<file path="config.mk">
export PLATFORM = sky130hd
export DESIGN_NAME = hbridge_chopper
export DESIGN_NICKNAME = d
export VERILOG_FILES = /design/src/rtl/hbc_pkg.sv /design/src/rtl/hbc_timer.sv /design/src/rtl/hbc_seq.sv /design/src/rtl/hbc_gate_map.sv /design/src/rtl/hbridge_chopper.sv
export SDC_FILE = /design/constraint.sdc
export NUM_CORES = 1
export LEC_CHECK = 0
export BUFFER_PORTS_ARGS = -buffer_cell sky130_fd_sc_hd__buf_4
export CAP_MARGIN = 20
export CORE_ASPECT_RATIO = 0.8
export CORE_MARGIN = 4
export CORE_UTILIZATION = 50
export DETAILED_ROUTE_END_ITERATION = 10
export GPL_ROUTABILITY_DRIVEN = 0
export PLACE_DENSITY = 0.82
export SLEW_MARGIN = 5
export SYNTH_ARGS = -nofsm -noshare
export SYNTH_HDL_FRONTEND = slang
export SYNTH_SLANG_ARGS = --single-unit
</file>
<file path="constraint.sdc">
create_clock -name clk -period 1.7 [get_ports clk]
set_input_delay 0 -clock clk [delete_from_list [all_inputs] [get_ports clk]]
set_output_delay 0 -clock clk [all_outputs]
set_load 0.01 [all_outputs]
</file>
<file path="src/rtl/hbc_pkg.sv">
package hbc_pkg;

  typedef enum logic [1:0] {
    ST_RUN  = 2'd0,
    ST_GAP  = 2'd1,
    ST_FAST = 2'd2,
    ST_SLOW = 2'd3
  } hbc_state_t;

  typedef logic [1:0] hbc_cmd_t;

  localparam hbc_cmd_t CMD_COAST = 2'b00;
  localparam hbc_cmd_t CMD_REV   = 2'b01;
  localparam hbc_cmd_t CMD_FWD   = 2'b10;
  localparam hbc_cmd_t CMD_BRAKE = 2'b11;

  typedef struct packed {
    logic ah;
    logic al;
    logic bh;
    logic bl;
  } hbc_gates_t;

  localparam hbc_gates_t GATES_OFF = '0;

  function automatic int fast_len(int off_cyc);
    return off_cyc / 2;
  endfunction

  function automatic int slow_len(int off_cyc);
    return off_cyc - (off_cyc / 2);
  endfunction

  function automatic int max2(int a, int b);
    return (a > b) ? a : b;
  endfunction

  function automatic int cnt_bits(int maxval);
    int b;
    b = $clog2(maxval + 1);
    return (b < 1) ? 1 : b;
  endfunction

  function automatic logic is_drive(hbc_cmd_t c);
    return (c == CMD_FWD) || (c == CMD_REV);
  endfunction

  function automatic hbc_gates_t run_gates(hbc_cmd_t c);
    hbc_gates_t g;
    g = GATES_OFF;
    case (c)
      CMD_FWD:   begin g.ah = 1'b1; g.bl = 1'b1; end
      CMD_REV:   begin g.bh = 1'b1; g.al = 1'b1; end
      CMD_BRAKE: begin g.al = 1'b1; g.bl = 1'b1; end
      default:   g = GATES_OFF;
    endcase
    return g;
  endfunction

  function automatic hbc_gates_t fast_gates(hbc_cmd_t c);
    hbc_gates_t g;
    g = GATES_OFF;
    case (c)
      CMD_FWD: begin g.bh = 1'b1; g.al = 1'b1; end
      CMD_REV: begin g.ah = 1'b1; g.bl = 1'b1; end
      default: g = GATES_OFF;
    endcase
    return g;
  endfunction

  function automatic hbc_gates_t slow_gates();
    hbc_gates_t g;
    g = GATES_OFF;
    g.al = 1'b1;
    g.bl = 1'b1;
    return g;
  endfunction

endpackage

</file>
<file path="src/rtl/hbc_timer.sv">
module hbc_timer #(
  parameter int W = 4
) (
  input  logic         clk,
  input  logic         rst_n,
  input  logic         load,
  input  logic [W-1:0] load_val,
  output logic         done
);

  logic [W-1:0] cnt_q;

  always_ff @(posedge clk or negedge rst_n) begin
    if (!rst_n) begin
      cnt_q <= '0;
    end else if (load) begin
      cnt_q <= load_val;
    end else if (cnt_q != '0) begin
      cnt_q <= cnt_q - 1'b1;
    end
  end

  assign done = (cnt_q == '0);

  // a counter that is not reloaded never moves away from zero
  AST_TMR_PARK: assert property (@(posedge clk) disable iff (!rst_n)
    (done && !load) |=> done);

endmodule

</file>
<file path="src/rtl/hbc_seq.sv">
module hbc_seq
  import hbc_pkg::*;
#(
  parameter int BLANK_CYC = 375,
  parameter int OFF_CYC   = 3125,
  parameter int DEAD_CYC  = 50,
  parameter int W         = 12
) (
  input  logic        clk,
  input  logic        rst_n,
  input  logic        en,
  input  hbc_cmd_t    cmd,
  input  logic        trip,
  input  logic        zero_i,
  input  logic        tmr_done,
  output logic        tmr_load,
  output logic [W-1:0] tmr_val,
  output hbc_state_t  st,
  output hbc_cmd_t    act,
  output logic        zc_cut
);

  localparam logic [W-1:0] LD_BLANK = W'(BLANK_CYC);
  localparam logic [W-1:0] LD_DEAD  = W'(DEAD_CYC - 1);
  localparam logic [W-1:0] LD_FAST  = W'(fast_len(OFF_CYC) - 1);
  localparam logic [W-1:0] LD_SLOW  = W'(slow_len(OFF_CYC) - 1);

  hbc_state_t st_q, st_n;
  hbc_state_t after_q, after_n;
  hbc_cmd_t   act_q, act_n;
  logic       off_q, off_n;
  logic       zc_q, zc_n;

  // named events for the checks
  logic cmd_differs;
  logic trip_ok;
  assign cmd_differs = (cmd != act_q);
  assign trip_ok     = is_drive(act_q) && trip && tmr_done;

  always_comb begin
    st_n     = st_q;
    after_n  = after_q;
    act_n    = act_q;
    off_n    = off_q;
    tmr_load = 1'b0;
    tmr_val  = '0;
    if (!en) begin
      st_n     = ST_RUN;
      after_n  = ST_RUN;
      act_n    = CMD_COAST;
      off_n    = 1'b0;
      tmr_load = 1'b1;
      tmr_val  = '0;
    end else begin
      case (st_q)
        ST_RUN: begin
          if (cmd_differs) begin
            st_n     = ST_GAP;
            after_n  = ST_RUN;
            tmr_load = 1'b1;
            tmr_val  = LD_DEAD;
          end else if (trip_ok) begin
            st_n     = ST_GAP;
            after_n  = ST_FAST;
            off_n    = 1'b1;
            tmr_load = 1'b1;
            tmr_val  = LD_DEAD;
          end
        end
        ST_GAP: begin
          if (tmr_done) begin
            tmr_load = 1'b1;
            case (after_q)
              ST_FAST: begin
                st_n    = ST_FAST;
                tmr_val = LD_FAST;
              end
              ST_SLOW: begin
                st_n    = ST_SLOW;
                tmr_val = LD_SLOW;
              end
              default: begin
                st_n    = ST_RUN;
                act_n   = cmd;
                off_n   = 1'b0;
                tmr_val = LD_BLANK;
              end
            endcase
          end
        end
        ST_FAST: begin
          if (tmr_done) begin
            st_n     = ST_GAP;
            after_n  = ST_SLOW;
            tmr_load = 1'b1;
            tmr_val  = LD_DEAD;
          end
        end
        default: begin
          if (tmr_done) begin
            st_n     = ST_GAP;
            after_n  = ST_RUN;
            tmr_load = 1'b1;
            tmr_val  = LD_DEAD;
          end
        end
      endcase
    end
  end

  always_comb begin
    if (!off_n) begin
      zc_n = 1'b0;
    end else if (zero_i) begin
      zc_n = 1'b1;
    end else begin
      zc_n = zc_q;
    end
  end

  always_ff @(posedge clk or negedge rst_n) begin
    if (!rst_n) begin
      st_q    <= ST_RUN;
      after_q <= ST_RUN;
      act_q   <= CMD_COAST;
      off_q   <= 1'b0;
      zc_q    <= 1'b0;
    end else begin
      st_q    <= st_n;
      after_q <= after_n;
      act_q   <= act_n;
      off_q   <= off_n;
      zc_q    <= zc_n;
    end
  end

  assign st     = st_q;
  assign act    = act_q;
  assign zc_cut = zc_q;

  AST_FAST_FROM_GAP: assert property (@(posedge clk) disable iff (!rst_n)
    (st_q == ST_FAST && $past(st_q) != ST_FAST) |-> ($past(st_q) == ST_GAP));

  AST_SLOW_FROM_GAP: assert property (@(posedge clk) disable iff (!rst_n)
    (st_q == ST_SLOW && $past(st_q) != ST_SLOW) |-> ($past(st_q) == ST_GAP));

  AST_TRIP_AFTER_BLANK: assert property (@(posedge clk) disable iff (!rst_n)
    (st_q == ST_GAP && after_q == ST_FAST && $past(st_q) == ST_RUN) |-> $past(tmr_done));

  AST_ZC_STICKY: assert property (@(posedge clk) disable iff (!rst_n)
    (zc_q && en && st_q != ST_GAP) |=> zc_q);

  AST_OFF_KEEPS_CMD: assert property (@(posedge clk) disable iff (!rst_n)
    (en && (st_q == ST_FAST || st_q == ST_SLOW)) |=> $stable(act_q));

endmodule

</file>
<file path="src/rtl/hbc_gate_map.sv">
module hbc_gate_map
  import hbc_pkg::*;
(
  input  logic       clk,
  input  logic       rst_n,
  input  logic       en,
  input  hbc_state_t st,
  input  hbc_cmd_t   act,
  input  logic       zc_cut,
  output hbc_gates_t gates
);

  hbc_gates_t raw;

  always_comb begin
    case (st)
      ST_RUN:  raw = run_gates(act);
      ST_FAST: raw = zc_cut ? GATES_OFF : fast_gates(act);
      ST_SLOW: raw = zc_cut ? GATES_OFF : slow_gates();
      default: raw = GATES_OFF;
    endcase
    gates = en ? raw : GATES_OFF;
  end

  logic [1:0] leg_hi;
  logic [1:0] leg_lo;
  assign leg_hi = {gates.ah, gates.bh};
  assign leg_lo = {gates.al, gates.bl};

  for (genvar k = 0; k < 2; k++) begin : g_leg
    AST_LEG_NO_SHOOT: assert property (@(posedge clk) disable iff (!rst_n)
      !(leg_hi[k] && leg_lo[k]));
  end

endmodule

</file>
<file path="src/rtl/hbridge_chopper.sv">
module hbridge_chopper
  import hbc_pkg::*;
#(
  parameter int BLANK_CYC = 375,
  parameter int OFF_CYC   = 3125,
  parameter int DEAD_CYC  = 50
) (
  input  logic clk,
  input  logic rst_n,
  input  logic en,
  input  logic cmd_a,
  input  logic cmd_b,
  input  logic trip,
  input  logic zero_i,
  output logic gate_ah,
  output logic gate_al,
  output logic gate_bh,
  output logic gate_bl
);

  localparam int MAXV = max2(max2(BLANK_CYC, DEAD_CYC),
                             max2(fast_len(OFF_CYC), slow_len(OFF_CYC)));
  localparam int W    = cnt_bits(MAXV);

  logic         tmr_load;
  logic [W-1:0] tmr_val;
  logic         tmr_done;
  hbc_state_t   st;
  hbc_cmd_t     act;
  logic         zc_cut;
  hbc_gates_t   gates;

  hbc_timer #(.W(W)) u_timer (
    .clk      (clk),
    .rst_n    (rst_n),
    .load     (tmr_load),
    .load_val (tmr_val),
    .done     (tmr_done)
  );

  hbc_seq #(
    .BLANK_CYC (BLANK_CYC),
    .OFF_CYC   (OFF_CYC),
    .DEAD_CYC  (DEAD_CYC),
    .W         (W)
  ) u_seq (
    .clk      (clk),
    .rst_n    (rst_n),
    .en       (en),
    .cmd      ({cmd_a, cmd_b}),
    .trip     (trip),
    .zero_i   (zero_i),
    .tmr_done (tmr_done),
    .tmr_load (tmr_load),
    .tmr_val  (tmr_val),
    .st       (st),
    .act      (act),
    .zc_cut   (zc_cut)
  );

  hbc_gate_map u_map (
    .clk    (clk),
    .rst_n  (rst_n),
    .en     (en),
    .st     (st),
    .act    (act),
    .zc_cut (zc_cut),
    .gates  (gates)
  );

  assign gate_ah = gates.ah;
  assign gate_al = gates.al;
  assign gate_bh = gates.bh;
  assign gate_bl = gates.bl;

  AST_HANDOVER_GAP: assert property (@(posedge clk) disable iff (!rst_n)
    ($past(gates) != GATES_OFF && gates != GATES_OFF) |-> (gates == $past(gates)));

  AST_EN_FORCE_OFF: assert property (@(posedge clk) disable iff (!rst_n)
    !en |-> (gates == GATES_OFF));

endmodule

</file>
# After elaboration in Yosys (flattened, before gate mapping)
# Cells that the tools add are included.
# W data, S select, Z words.
# classes
addsub	1
eq_ne	18
muxes	48
reduce_logical	13
# ops
cell	n
$mux W11	5
$pmux W11 S2	2
$mux W2	15
$mux W1	16
$eq A2 B2 Y1 const B	6
$mux W6	2
$pmux W4 S3	1
$logic_not A11 Y1	1
$reduce_bool A11 Y1	1
$sub A11 B1 Y11 const B	1
$mux W4	2
$pmux W2 S2	2
$ne A2 B2 Y1 const B	3
$pmux W2 S3	1
$reduce_and A3 Y1	2
$reduce_or A2 Y1	3
$eq A2 B1 Y1 const B	2
$ne A2 B1 Y1 const B	2
$ne A4 B4 Y1 const B	1
$reduce_and A4 Y1	1
$mux W3	1
$ne A3 B1 Y1 const B	1
$ne A3 B2 Y1 const B	1
$ne A3 B3 Y1 const B	1
6 further kinds	7
# word_totals
register_bits	19
inputBits	7

# Logic depth before layout (Yosys ltp)
# depth
ltp_word	9
depth_mapped	7
mapped_depth_nobuf	6

# Cells and area by module
# Synthesis repeated with hierarchy kept, for this count alone.
# hier_totals
cells_unflattened	146
area_unflattened_um2	1325.0
# modules_own_cells
mod	instances	cells_each	area_each_um2
hbc_timer	1	68	674.4
hbc_seq	1	61	559.3
hbc_gate_map	1	17	91.3

# Least setup slack after synthesis
# No wires, ideal clock.
# synth_path
path_type	register to register
startpoint	register u_timer.cnt_q[5]
endpoint	register u_timer.cnt_q[1]
setup_ns	0.077
arrival_time_ns	1.786
setup_slack_ns	-0.163
path_stages_with_launch	6
path_buffers	1
path_cell_list	dfrtp_1 -> or4_1 -> buf_2 -> and4bb_4 -> mux2_1 -> o21ai_1
# synth_between
elab_chain_len	7
elab_cells_between_ends	13
cone_classes	mux (9); reduce/logical (4)
# synth_rtl
item	line	rtl
from (decl)	hbc_timer.sv:11	logic [W-1:0] cnt_q;
from (signal assigned)	hbc_timer.sv:17	cnt_q <= load_val;
from (signal assigned)	hbc_timer.sv:19	cnt_q <= cnt_q - 1'b1;
$logic_not A11 Y1	hbc_timer.sv:23	assign done = (cnt_q == '0);
$logic_and A1 B1 Y1	hbc_seq.sv:38	assign trip_ok = is_drive(act_q) && trip && tmr_done;
$mux W1	hbc_seq.sv:62	end else if (trip_ok) begin
$mux W1	hbc_seq.sv:57	if (cmd_differs) begin
$mux W1	--	
$mux W1	hbc_seq.sv:47	if (!en) begin
$mux W11 / $reduce_bool A2 Y1 (equally long branches)	--	
# Several ways; a longest one is shown, not always the timed one.
# A chain may end at the register's enable or synchronous reset.

# Worst setup path in the final report
# layout_path
startpoint	register u_timer.cnt_q[4]
endpoint	register u_seq.zc_q (netlist: u_seq.zc_cut)
# layout_between
elab_chain_len	7
elab_cells_between_ends	9
cone_classes	eq/ne (1); mux (6); reduce/logical (2)
# layout_rtl
item	line	rtl
$logic_not A11 Y1 *	hbc_timer.sv:23	
$logic_and A1 B1 Y1	hbc_seq.sv:38	
$mux W1	hbc_seq.sv:62	
$mux W1	hbc_seq.sv:57	
$pmux W1 S2 *	hbc_seq.sv:55	case (st_q)
$mux W1 *	hbc_seq.sv:47	
$ne A2 B2 Y1 (no line) / $mux W1 (equally long branches)	--	
to (signal assigned)	hbc_seq.sv:133	zc_q <= zc_n;
to (decl)	hbc_seq.sv:32	logic zc_q, zc_n;
# Every way passes the cells marked *; elsewhere a longest branch is shown, timed or not.

==> out/results.tsv <==
metric	value	unit
synthTopCellsByArea	dfrtp_1, a21oi_1, ha_1	
rows	16	
setup.worst_path.start_class	register	
synth.lib_cells_used.distinct	41	
ctsLongestPathBuffers	2	
post-place-cells	202	
yosys-top-cells-count	dfrtp_1, a21oi_1, o21ai_0	
portBuffers	10	
die_height	53.0	um
seq_area	478	um^2
clock_insertion_delay_worst_skew	310	ps
drt.antenna.violating_nets	0	
postSynth.topFlopCell	dfrtp_1	
cts.sinks	19	
setup-violations-final	19	
synth_edf_count	0	
final-instance-count-excl-fill	216	
leading_cell_type_by_number_of_instances_after_synthesis	dfrtp_1	
violations	negative setup slack	
grt_first_pass_wirelength	5.90	mm
slew_headroom	63.1	%
drc	0	
global_route_met3_usage	4.88	%
via_per_inst	5.92	
post_synth_inst_count	140	
wl_per_cell	17.0	um
internal_power	1680	uW
critical_path_arrival	2090	ps
place.detailed.hpwl	2.49	mm
mappedNetlistNets	152	
rsz_0062_raised_after_global_routing	yes	
post_synth_instance_area	1260	um^2
grt_max_degree	20	
final.period_utilization	109	%
setup-tns-final	-1980	ps
route.final.wire_length	3.67	mm
fin_skew	11.6	ps
met1_usage	28.8	%
final_net_count	193	
layout_cell_share_with_drive_strength_beyond_1	40.0	%
fmaxAchievable	542	MHz
swShare	43.4	%
cts-root-buf	clkbuf_4	
busiest_layer	met2	
use_met2	40.8	%
power_density_over_cell_area	1700	nW/um^2
synth.yosys.seq_area_share	37.6	%
drv.max_cap_violation_count	0	
power.leakage	0.000753	uW
globalRouteOverflowTotal	0	
via_count	1278	
setup.worst_path.end_class	register	
worstSetupPathType	register to register	
post-route-util	72.1	%
max-vdd-ir-drop	0.000863	V
slew_violations	0	
avgSynthCellArea	9.04	um^2
first_global_vias	1213	
clkSlewWorstSetupHoldPaths	120	ps
antenna_cells	0	
boundaryPins	11	
fillerInstances	179	
starting_density_of_the_core	52.2	%
postSynth.asyncResetShare	100	%
core	2420	um^2
data_required_time_of_the_critical_path	1950	ps
tritoncts	built	
initial_antenna_violation_count	0	
clkPwrFrac	8.2	%
htreeDepth	1	
areaGrowthSynthToFinish	38.1	%
post-synth-top-area-cell	dfrtp_1	
finalHoldViolCount	0	
hold_path.class	primary input to register	
drtIter0Drc	119	
synth.yosys.warnings	0	
detailedRoute.firstPassIterationCount	4	
number_of_synthesized_register_bits	19	
global_route.usage.total	23.0	%
fp.dieArea	3400	um^2
net-switching-power	1290	uW
synth_largest_type_area_fraction	37.6	%
power.sequential.fraction	23.1	%
combPwrFrac	68.8	%
tightestPinTransition	553	ps
multiInputGateArea	816	um^2
number_of_cts_inserted_buffers	3	
timing.final.ws_setup	-146	ps
finalWorstPathRequiredPeriod	1850	ps
crit_fanout	8	
die-width	64.2	um
run_status	complete, but fails checks	
==> path summary, 6_finish.rpt <==
path | start | to | slack [ps] | depth (start not counted)
setup / recovery | u_timer.cnt_q[4] | u_seq.zc_cut | -150 | 5
hold / removal | en | u_timer.cnt_q[0] | 10 | 2
setup reg to reg | u_timer.cnt_q[4] | u_seq.zc_cut | -150 | 5
hold reg to reg | u_seq.off_q | u_seq.off_q | 560 | 2
max in group asynchronous | rst_n | u_timer.cnt_q[3] | 1380 | 2
min in group asynchronous | rst_n | u_timer.cnt_q[9] | 80 | 2
==> critical path, stage by stage (launching register included) <==
cell and delay, ps:
dfrtp_1 390, or4_4 560, and4bb_4 410, buf_8 150
nand4_1 120, a21oi_1 150
==> layout make-up <==
type	instances	area share, %
Sequential cell	19	27.4
Clock inverter	1	0.287
Clock buffer	3	1.29
Tap cell	36	2.58
Multi-Input combinational cell	106	46.7
Inverter	7	1.50
Timing Repair Buffer	44	20.3
==> per-stage QoR <==
step	power, uW	worst slack [ps]	hold slack, ps	instance area [um^2]
final	2960	-146	14.7	1750
after global routing	3150	-197	4.16	1750
after CTS	2770	-130	8.57	1700
after detailed placement	2360	-217	-109	1560
after global placement	2270	-124	-112	1560
after floorplan	1810	-163	-296	1320
==> layer usage <==
metal	share of wire, %	wire length, um	up-vias
met3	7.5	275	2
met4	0.22	8	0
met2	50	1840	46
li1	-	-	601
met1	42	1540	629
met5	0	0	-
==> layout by cell type (no fill, tap or decap), types with 5 or more instances in the layout <==
cell	count
nand2_1	7
o21ai_0	7
dfrtp_1	17
a21oi_1	11
o211ai_1	5
dlygate4sd3_1	5
a21oi_2	5
buf_4	37
inv_1	5
==> power groups by stage <==
stage | sequential (uW) | clock [uW] | combinational [uW]
global route | 699 | 260 | 2200
detailed placement | 669 | 0 | 1690
global placement | 663 | 0 | 1610
CTS | 657 | 245 | 1860
finish | 683 | 243 | 2040
floorplan | 681 | 0 | 1130
==> sequential cells by signal, indices dropped and copies added (netlist names) <==
| signal | flops |
|---|---|
| u_seq.zc_cut | 1 |
| u_seq.st | 2 |
| u_seq.after_q | 2 |
| u_seq.off_q | 1 |
| u_seq.act | 2 |
| u_timer.cnt_q | 11 |
==> logic make-up (layout without fill, tap and decap cells) <==
kind of cell / count (synthesis) / after routing / synth area share, %
and+or+nand+nor: 48 / 48 / 24.1
AOI/OAI and AO/OA: 46 / 46 / 22.8
DFF: 19 / 19 / 37.6
buffers and inverters: 15 / 55 / 5.34
adders and majority gates: 5 / 5 / 4.95
xor gates and xnor gates: 4 / 4 / 2.77
muxes: 3 / 3 / 2.47
==> what timing repair did <==
item,4_1_cts,5_1_grt
setup buffers,3,2
endpoints found under the setup margin,19,20
gates resized for setup,11,9
hold endpoints to repair,23,0
pin swaps,5,9
hold buffers,5,0
No activity file was read; power rests on OpenSTA's default activity.
